==> config.mk <==
export PLATFORM = sky130hd
export DESIGN_NAME = lockbit_ctrl
export DESIGN_NICKNAME = d
export VERILOG_FILES = /design/src/rtl/lkc_pkg.sv /design/src/rtl/lkc_cmd_dec.sv /design/src/rtl/lkc_seq.sv /design/src/rtl/lkc_lockreg.sv /design/src/rtl/lkc_status.sv /design/src/rtl/lockbit_ctrl.sv
export SDC_FILE = /design/constraint.sdc
export NUM_CORES = 1
export LEC_CHECK = 0
export CAP_MARGIN = 20
export CORE_ASPECT_RATIO = 2
export CORE_MARGIN = 3
export CORE_UTILIZATION = 35
export DETAILED_ROUTE_END_ITERATION = 7
export DONT_BUFFER_PORTS = 1
export GPL_ROUTABILITY_DRIVEN = 0
export PLACE_DENSITY = 0.62
export SKIP_LAST_GASP = 1
export SLEW_MARGIN = 20
export SYNTH_ARGS = -nofsm -noshare
export SYNTH_HDL_FRONTEND = slang
export SYNTH_HIERARCHICAL = 1
export SYNTH_SLANG_ARGS = --single-unit
export TNS_END_PERCENT = 5
==> constraint.sdc <==
create_clock -name clk -period 2.35 [get_ports clk]
set_input_delay 0.47 -clock clk [delete_from_list [all_inputs] [get_ports clk]]
set_output_delay 0.47 -clock clk [all_outputs]
set_load 0.02 [all_outputs]
==> src/rtl/lkc_pkg.sv <==
package lkc_pkg;

    localparam logic [7:0] CMD_LOCK_SETUP = 8'h60;
    localparam logic [7:0] CMD_LOCK_ONE   = 8'h01;
    localparam logic [7:0] CMD_UNLOCK_ALL = 8'hD0;
    localparam logic [7:0] CMD_CLR_STATUS = 8'h50;
    localparam logic [7:0] CMD_READ_ARRAY = 8'hFF;

    localparam int SR_READY  = 7;
    localparam int SR_CLRERR = 5;
    localparam int SR_SETERR = 4;
    localparam int SR_VPPERR = 3;
    localparam int SR_WPERR  = 1;

    typedef enum logic [1:0] {
        ST_IDLE  = 2'd0,
        ST_SETUP = 2'd1,
        ST_BUSY  = 2'd2
    } lkc_state_e;

    typedef enum logic {
        OP_LOCK   = 1'b0,
        OP_UNLOCK = 1'b1
    } lkc_op_e;

    // decoded write, already qualified by the current state
    typedef struct packed {
        logic setup;
        logic to_array;
        logic cf_lock;
        logic cf_unlock;
        logic bad;
    } lkc_cmd_t;

    // single-cycle outcome events from the sequencer
    typedef struct packed {
        logic lock_done;
        logic unlock_done;
        logic lock_fail;
        logic unlock_fail;
        logic wp_fail;
        logic vpp_fail;
        logic seq_bad;
        logic trust_lost;
    } lkc_evt_t;

    typedef struct packed {
        logic clr;
        logic set;
        logic vpp;
        logic wp;
    } lkc_err_t;

    function automatic logic [7:0] sr_pack(input logic ready, input lkc_err_t e);
        logic [7:0] w;
        w = 8'h00;
        w[SR_READY]  = ready;
        w[SR_CLRERR] = e.clr;
        w[SR_SETERR] = e.set;
        w[SR_VPPERR] = e.vpp;
        w[SR_WPERR]  = e.wp;
        return w;
    endfunction

    function automatic int max_int(input int a, input int b);
        return (a > b) ? a : b;
    endfunction

endpackage

==> src/rtl/lkc_cmd_dec.sv <==
module lkc_cmd_dec
    import lkc_pkg::*;
(
    input  logic       wr_en,
    input  logic [7:0] wdata,
    input  lkc_state_e st,
    output lkc_cmd_t   cmd,
    output logic       clr_sr
);
    always_comb begin
        cmd    = '0;
        clr_sr = 1'b0;
        if (wr_en) begin
            unique case (st)
                ST_IDLE: begin
                    cmd.setup    = (wdata == CMD_LOCK_SETUP);
                    cmd.to_array = (wdata == CMD_READ_ARRAY);
                    clr_sr       = (wdata == CMD_CLR_STATUS);
                end
                ST_SETUP: begin
                    cmd.cf_lock   = (wdata == CMD_LOCK_ONE);
                    cmd.cf_unlock = (wdata == CMD_UNLOCK_ALL);
                    cmd.bad       = (wdata != CMD_LOCK_ONE) && (wdata != CMD_UNLOCK_ALL);
                end
                default: ;  // busy: writes are dropped
            endcase
        end
    end
endmodule

==> src/rtl/lkc_seq.sv <==
module lkc_seq
    import lkc_pkg::*;
#(
    parameter int BLK_W   = 3,
    parameter int SET_CYC = 5,
    parameter int CLR_CYC = 9
) (
    input  logic             clk,
    input  logic             rst,
    input  logic             abort,
    input  logic             supply_ok,
    input  logic             wp_n,
    input  logic             vpp_ok,
    input  lkc_cmd_t         cmd,
    input  logic [BLK_W-1:0] blk_in,
    output lkc_state_e       st,
    output logic             busy,
    output logic             stat_mode,
    output logic [BLK_W-1:0] blk_tgt,
    output lkc_evt_t         evt
);
    localparam int MAXC  = max_int(SET_CYC, CLR_CYC);
    localparam int CNT_W = $clog2(MAXC + 1);

    lkc_state_e       st_q, st_d;
    lkc_op_e          op_q, op_d;
    logic [CNT_W-1:0] cnt_q, cnt_d;
    logic [BLK_W-1:0] blk_q, blk_d;
    logic             mode_q, mode_d;
    logic             rej_wp, rej_vpp;

    assign rej_wp  = !wp_n;
    assign rej_vpp = !vpp_ok;

    always_comb begin
        st_d   = st_q;
        op_d   = op_q;
        cnt_d  = cnt_q;
        blk_d  = blk_q;
        mode_d = mode_q;
        evt    = '0;
        if (abort) begin
            st_d   = ST_IDLE;
            mode_d = 1'b0;
            evt.trust_lost = (st_q == ST_BUSY) && (op_q == OP_UNLOCK);
        end else begin
            unique case (st_q)
                ST_IDLE: begin
                    if (cmd.setup) begin
                        st_d   = ST_SETUP;
                        mode_d = 1'b1;
                    end else if (cmd.to_array) begin
                        mode_d = 1'b0;
                    end
                end
                ST_SETUP: begin
                    if (cmd.bad) begin
                        st_d        = ST_IDLE;
                        evt.seq_bad = 1'b1;
                    end else if (cmd.cf_lock || cmd.cf_unlock) begin
                        if (rej_wp || rej_vpp) begin
                            st_d            = ST_IDLE;
                            evt.wp_fail     = rej_wp;
                            evt.vpp_fail    = rej_vpp;
                            evt.lock_fail   = cmd.cf_lock;
                            evt.unlock_fail = cmd.cf_unlock;
                        end else begin
                            st_d  = ST_BUSY;
                            op_d  = cmd.cf_lock ? OP_LOCK : OP_UNLOCK;
                            blk_d = blk_in;
                            cnt_d = cmd.cf_lock ? CNT_W'(SET_CYC - 1) : CNT_W'(CLR_CYC - 1);
                        end
                    end
                end
                ST_BUSY: begin
                    if (!supply_ok) begin
                        st_d            = ST_IDLE;
                        evt.lock_fail   = (op_q == OP_LOCK);
                        evt.unlock_fail = (op_q == OP_UNLOCK);
                        evt.trust_lost  = (op_q == OP_UNLOCK);
                    end else if (cnt_q == '0) begin
                        st_d            = ST_IDLE;
                        evt.lock_done   = (op_q == OP_LOCK);
                        evt.unlock_done = (op_q == OP_UNLOCK);
                    end else begin
                        cnt_d = cnt_q - 1'b1;
                    end
                end
                default: st_d = ST_IDLE;
            endcase
        end
    end

    always_ff @(posedge clk) begin
        if (rst) begin
            st_q   <= ST_IDLE;
            op_q   <= OP_LOCK;
            cnt_q  <= '0;
            blk_q  <= '0;
            mode_q <= 1'b0;
        end else begin
            st_q   <= st_d;
            op_q   <= op_d;
            cnt_q  <= cnt_d;
            blk_q  <= blk_d;
            mode_q <= mode_d;
        end
    end

    assign st        = st_q;
    assign busy      = (st_q == ST_BUSY);
    assign stat_mode = mode_q;
    assign blk_tgt   = blk_q;
endmodule

==> src/rtl/lkc_lockreg.sv <==
module lkc_lockreg #(
    parameter int NUM_BLK = 8,
    parameter int BLK_W   = 3
) (
    input  logic               clk,
    input  logic               rst,
    input  logic               lock_done,
    input  logic               unlock_done,
    input  logic               trust_lost,
    input  logic [BLK_W-1:0]   blk,
    output logic [NUM_BLK-1:0] lock_bits,
    output logic               lock_known
);
    for (genvar i = 0; i < NUM_BLK; i++) begin : g_bit
        logic hit;
        assign hit = lock_done && (blk == BLK_W'(i));
        always_ff @(posedge clk) begin
            if (rst || unlock_done)
                lock_bits[i] <= 1'b0;
            else if (hit)
                lock_bits[i] <= 1'b1;
        end
    end

    always_ff @(posedge clk) begin
        if (rst || unlock_done)
            lock_known <= 1'b1;
        else if (trust_lost)
            lock_known <= 1'b0;
    end
endmodule

==> src/rtl/lkc_status.sv <==
module lkc_status
    import lkc_pkg::*;
(
    input  logic       clk,
    input  logic       rst,
    input  logic       abort,
    input  logic       clr_sr,
    input  logic       ready,
    input  logic       seq_bad,
    input  logic       lock_fail,
    input  logic       unlock_fail,
    input  logic       wp_fail,
    input  logic       vpp_fail,
    output logic [7:0] status
);
    lkc_err_t err_q;

    always_ff @(posedge clk) begin
        if (rst || abort || clr_sr) begin
            err_q <= '0;
        end else begin
            err_q.clr <= err_q.clr | seq_bad | unlock_fail;
            err_q.set <= err_q.set | seq_bad | lock_fail;
            err_q.vpp <= err_q.vpp | vpp_fail;
            err_q.wp  <= err_q.wp  | wp_fail;
        end
    end

    assign status = sr_pack(ready, err_q);
endmodule

==> src/rtl/lockbit_ctrl.sv <==
module lockbit_ctrl
    import lkc_pkg::*;
#(
    parameter int NUM_BLK = 8,
    parameter int ADDR_W  = 16,
    parameter int BLK_LSB = 12,
    parameter int SET_CYC = 5,
    parameter int CLR_CYC = 9
) (
    input  logic               clk,
    input  logic               rst,
    input  logic               wr_en,
    input  logic [ADDR_W-1:0]  addr,
    input  logic [7:0]         wdata,
    output logic [7:0]         rd_data,
    input  logic               wp_n,
    input  logic               vpp_ok,
    input  logic               supply_ok,
    input  logic               abort,
    output logic               busy_n,
    output logic [NUM_BLK-1:0] lock_bits,
    output logic               lock_known
);
    localparam int BLK_W = $clog2(NUM_BLK);
    localparam logic [ADDR_W-1:0] BLK_MASK = ADDR_W'((NUM_BLK - 1) << BLK_LSB);

    lkc_state_e       st;
    lkc_cmd_t         cmd;
    lkc_evt_t         evt;
    logic             clr_sr;
    logic             busy;
    logic             stat_mode;
    logic [BLK_W-1:0] blk_in;
    logic [BLK_W-1:0] blk_tgt;
    logic [7:0]       status_w;
    logic             addr_unused;

    assign blk_in      = addr[BLK_LSB +: BLK_W];
    assign addr_unused = ^(addr & ~BLK_MASK);

    lkc_cmd_dec u_dec (
        .wr_en  (wr_en),
        .wdata  (wdata),
        .st     (st),
        .cmd    (cmd),
        .clr_sr (clr_sr)
    );

    lkc_seq #(
        .BLK_W   (BLK_W),
        .SET_CYC (SET_CYC),
        .CLR_CYC (CLR_CYC)
    ) u_seq (
        .clk       (clk),
        .rst       (rst),
        .abort     (abort),
        .supply_ok (supply_ok),
        .wp_n      (wp_n),
        .vpp_ok    (vpp_ok),
        .cmd       (cmd),
        .blk_in    (blk_in),
        .st        (st),
        .busy      (busy),
        .stat_mode (stat_mode),
        .blk_tgt   (blk_tgt),
        .evt       (evt)
    );

    lkc_lockreg #(
        .NUM_BLK (NUM_BLK),
        .BLK_W   (BLK_W)
    ) u_lock (
        .clk         (clk),
        .rst         (rst),
        .lock_done   (evt.lock_done),
        .unlock_done (evt.unlock_done),
        .trust_lost  (evt.trust_lost),
        .blk         (blk_tgt),
        .lock_bits   (lock_bits),
        .lock_known  (lock_known)
    );

    lkc_status u_stat (
        .clk         (clk),
        .rst         (rst),
        .abort       (abort),
        .clr_sr      (clr_sr),
        .ready       (!busy),
        .seq_bad     (evt.seq_bad),
        .lock_fail   (evt.lock_fail),
        .unlock_fail (evt.unlock_fail),
        .wp_fail     (evt.wp_fail),
        .vpp_fail    (evt.vpp_fail),
        .status      (status_w)
    );

    assign rd_data = stat_mode ? status_w : 8'h00;
    assign busy_n  = !busy;
endmodule

### After elaboration in Yosys (flattened, before gate mapping)

Cells that the tools add are included.

* bits in registers: 24
* input port bits: 31
* output and inout bits: 18
* logic and storage cells: 118

* add/sub/neg operators: 1
* equal/unequal tests: 24
* multiplexer cells: 37
* bitwise operators: 10
* reductions and logical operators: 28

Operators by type and width (number)
* $mux W4: 9
* $mux W2: 11
* $eq A8 B7 Y1 const B: 2
* $eq A8 B8 Y1 const B: 2
* $eq A3 B3 Y1 const B: 4
* $logic_and A1 B1 Y1: 10
* $ne A2 B2 Y1 const B: 5
* $mux W1: 9
* $eq A8 B1 Y1 const B: 1
* $mux W8: 1
* $ne A8 B1 Y1 const B: 1
* $ne A8 B8 Y1 const B: 1
* $pmux W4 S2: 1
* $mux W7: 1
* $reduce_and A7 Y1: 1
* $eq A3 B2 Y1 const B: 2
* $mux W3: 2
* $ne A3 B2 Y1 const B: 2
* $or A1 B1 Y1: 6
* $pmux W2 S3: 1
* $logic_or A1 B1 Y1: 5
* $mux W5: 1
* $reduce_and A5 Y1: 1
* $logic_not A4 Y1: 1
* other kinds (14): 20

### Longest topological paths before layout

* word-level depth: 11
* mapped depth: 8

### By module

The synthesis kept the hierarchy.

Modules (own cells, without submodules)
* lkc_seq: instances 1, cells each 93, area an instance 764.5 µm²
* lkc_lockreg: instances 1, cells each 28, area an instance 337.8 µm²
* lkc_status: instances 1, cells each 14, area an instance 162.7 µm²
* lkc_cmd_dec: instances 1, cells each 18, area an instance 126.4 µm²
* lockbit_ctrl: instances 1, cells each 9, area an instance 53.8 µm²

### Least setup slack after synthesis

Ideal clock, no wire load.

* kind: input to register
* start point: input port wdata[4]
* end point: register u_seq.cnt_q[2]
* library setup time: 92 ps
* arrival time: 2186 ps
* data required time: 2258 ps
* setup slack: 71 ps
* stages: 6
* cells stage by stage: or4b_4 > nor2_1 > nor2_1 > o31a_1 > or2_4 > o32ai_1

RTL lines
* from (decl): RTL line lockbit_ctrl.sv:14 `input logic [7:0] wdata,`
* to (signal assigned): RTL line lkc_seq.sv:104 `cnt_q <= cnt_d;`
* to (decl): RTL line lkc_seq.sv:27 `logic [CNT_W-1:0] cnt_q, cnt_d;`

==> flow_summary.yaml <==
drt:
  dr_wl_met3_um: 198
  routed-wl-met2_mm: 1.88
  wl_mm: 3.28
  wl_per_cell_um: 15.1
  drc: 0
  first_pass_iters: 4
  highest_layer: "met4"
  vias_per_cell: 5.57
  ant_nets: 0
  vias: 1208
  wl_met1_mm: 1.19
  drtIter0Drc: 21
timing:
  fmax_mhz: 458
  fin_skew_ns: 0.00407
  slew_headroom_pct: 64.8
  period_needed_ns: 2.19
  worst_pin_slew_ns: 0.521
  hold_viol_final: 0
  timing.hold.ws_ns: 0.269
  fin_tns_setup_ns: 0
  slew_viol_final: 0
  setup_viol: 0
  fin_crit_sh_pct: 93.0
  rsz0062_at_grt: "false"
synthesis:
  synthFlopType: "dfxtp_1"
  synth.top_cell.area_share_pct: 33.2
  yosys.area.top_type: "dfxtp_1"
  synth_seq_cells: 24
  muxShareOfSynthArea_pct: 2.77
  synth_compound_area_share_pct: 16.7
  synth_area_per_cell_um2: 8.92
  yosysWarnings: 6
  synth_xor_xnor_area_share_pct: 0
  synthSimpleGateAreaFrac_pct: 37.2
  synthTopCellsByArea: "dfxtp_1 (33%), nor2_1 (6.0%), o21a_1 (4.7%)"
  synth-edff-count: 0
  syn_inst: 162
  synth_area_um2: 1450
  synth_top_family_by_area: "simple AND/OR/NAND/NOR gates"
  yosys.area_share.adder_pct: 4.33
  yosysSeqAreaShare_pct: 33.2
  ys_types: 45
  async_flop_share_pct: 0
clock_tree:
  cts_tree: "built"
  ctsResizeCount: 0
  root_buffer: "clkbuf_8"
  cts_buffers: 3
  clock-sinks: 24
  clk_pin_slew_ns: 0.08
  htree_levels: 1
  clk_path_buf_depth: 2
  insertion_delay_ns: 0.26
  hold_buffers: 0
  cts_setup_buffers: 0
power_and_ir_drop:
  switching_power_mw: 0.129
  total_power_mw: 0.660
  p_leak_nw: 0.556
  pwr-share-clk_pct: 35.7
  p_int_mw: 0.531
  p_sw_share_pct: 19.6
  seqPwrFrac_pct: 61.6
  vdd_drop_max_mv: 0.384
  combPwrFrac_pct: 2.7
  powerDensity_nw_per_um2: 426
finish:
  antenna_cells: 0
  final_cell_mix: "dfxtp_1 (24), nor2_1 (23), o21a_1 (9)"
  final_area_um2: 1550
  final_common_cell: "dfxtp_1"
  drive_above_1_share_pct: 13.9
  area_delta_synth_final_pct: 7.27
  fin_nets: 204
min_path:
  hold_class: "input port to flip-flop"
floorplan:
  fp-row-count: 32
  pin_count: 49
  die_h_um: 96.9
  start_util_pct: 36.8
  die_x_um: 51.4
  dieArea_um2: 4980
  design.core.area_um2: 3920
setup_path:
  start_kind: "flip-flop"
  path_class: "flip-flop to flip-flop"
  required_ns: 2.51
  critPathMaxFanout: 5
  worstSetupEndpointType: "flip-flop"
  worst_ep_arrival_time_ns: 2.35
place:
  portBuffers: 0
  placed_area_um2: 1510
  dp_hpwl_mm: 2.61
grt:
  antenna_found_initial: 0
  track_usage_pct: 13.6
  grt_max_degree: 20
  grt_pass1_wl_mm: 5.40
  grt-ovfl-total: 0
  first_global_vias: 1272
flow_run:
  cap_violations: 0
status:
  outcome: "finished clean"
==> registers in the layout (all words and copies together), names as in the netlist <==
register and flops:
u_seq/blk_tgt 3, u_seq/st 2, u_seq/op_q 1, u_seq/cnt_q 4, u_seq/stat_mode 1, u_lock/lock_bits 8
u_lock/lock_known 1, u_stat/status 4
==> routing by layer <==
| metal | up-vias | global-route usage [%] |
|---|---|---|
| met1 | 579 | 12.8 |
| met3 | 2 | 2.93 |
| li1 | 593 | - |
| met4 | 0 | 3.03 |
| met5 | - | 0 |
| met2 | 34 | 27.3 |
==> cell usage after synthesis (all sizes together) (2+ instances only) <==
| cell type | instances |
|---|---|
| dfxtp | 24 |
| nor2 | 23 |
| o21a | 9 |
| a21oi | 8 |
| and2 | 8 |
| nand2 | 8 |
| nor3 | 8 |
| buf | 7 |
| inv | 7 |
| ha | 5 |
| and4bb | 4 |
| mux2i | 4 |
| nand2b | 4 |
| nor4b | 4 |
| o21ai | 4 |
| and4b | 3 |
| o31a | 3 |
| nand3b | 2 |
| nand4b | 2 |
| nor2b | 2 |
| o32ai | 2 |
| o41ai | 2 |
| or3 | 2 |
| or3b | 2 |
==> worst max-delay path, stage by stage, from the launching register on <==
cell and delay [ns]:
dfxtp_1 0.40, nand3b_1 0.13, or3b_1 0.41, nor2_1 0.16, nor2_1 0.10, o31a_1 0.32
or2_4 0.28, o32ai_1 0.28
==> power by group through the flow <==
| stage | Sequential [mW] | Clock, mW | Combinational [mW] |
|---|---|---|---|
| after floorplan | 0.416 | 0 | 0.0237 |
| after global placement | 0.416 | 0 | 0.0171 |
| after detailed placement | 0.416 | 0 | 0.0175 |
| after CTS | 0.406 | 0.244 | 0.0176 |
| after global routing | 0.406 | 0.257 | 0.0198 |
| final | 0.406 | 0.236 | 0.0178 |
==> final timing paths <==
path                               start                          end  slack [ns]  cells past startpoint
max             u_seq/st[0]$_SDFFE_PP0P_  u_seq/cnt_q[3]$_SDFFE_PP0P_        0.16                      7
min reg2reg  u_stat/status[3]$_SDFF_PP0_  u_stat/status[3]$_SDFF_PP0_        0.45                      1
max reg2reg     u_seq/st[0]$_SDFFE_PP0P_  u_seq/cnt_q[3]$_SDFFE_PP0P_        0.16                      7
min                                abort     u_seq/st[0]$_SDFFE_PP0P_        0.27                      1
==> cell type report <==
type	instances	area, um^2
sequential	24	480
fill	441	2370
inverter	7	26.3
multi-input combinational	126	893
tap	51	63.8
timing repair buffer	6	45.0
clock buffer	3	41.3
==> per-stage QoR <==
stage / cells / utilization (%) / setup WS (ns)
final: 217 / 39.5 / 0.164
after global routing: 217 / 39.5 / 0.0424
after CTS: 217 / 39.5 / 0.150
after detailed placement: 214 / 38.5 / 0.0800
after global placement: 214 / 38.5 / 0.114
after floorplan: 164 / - / 0.0715
==> kinds of logic after synthesis <==
family          count (synthesis)
simple gates                   81
compound gates                 33
flops                          24
buf+inv                        14
fa+ha+maj                       5
mux                             4
other cells                     1
No activity file was read; power rests on OpenSTA's default activity.
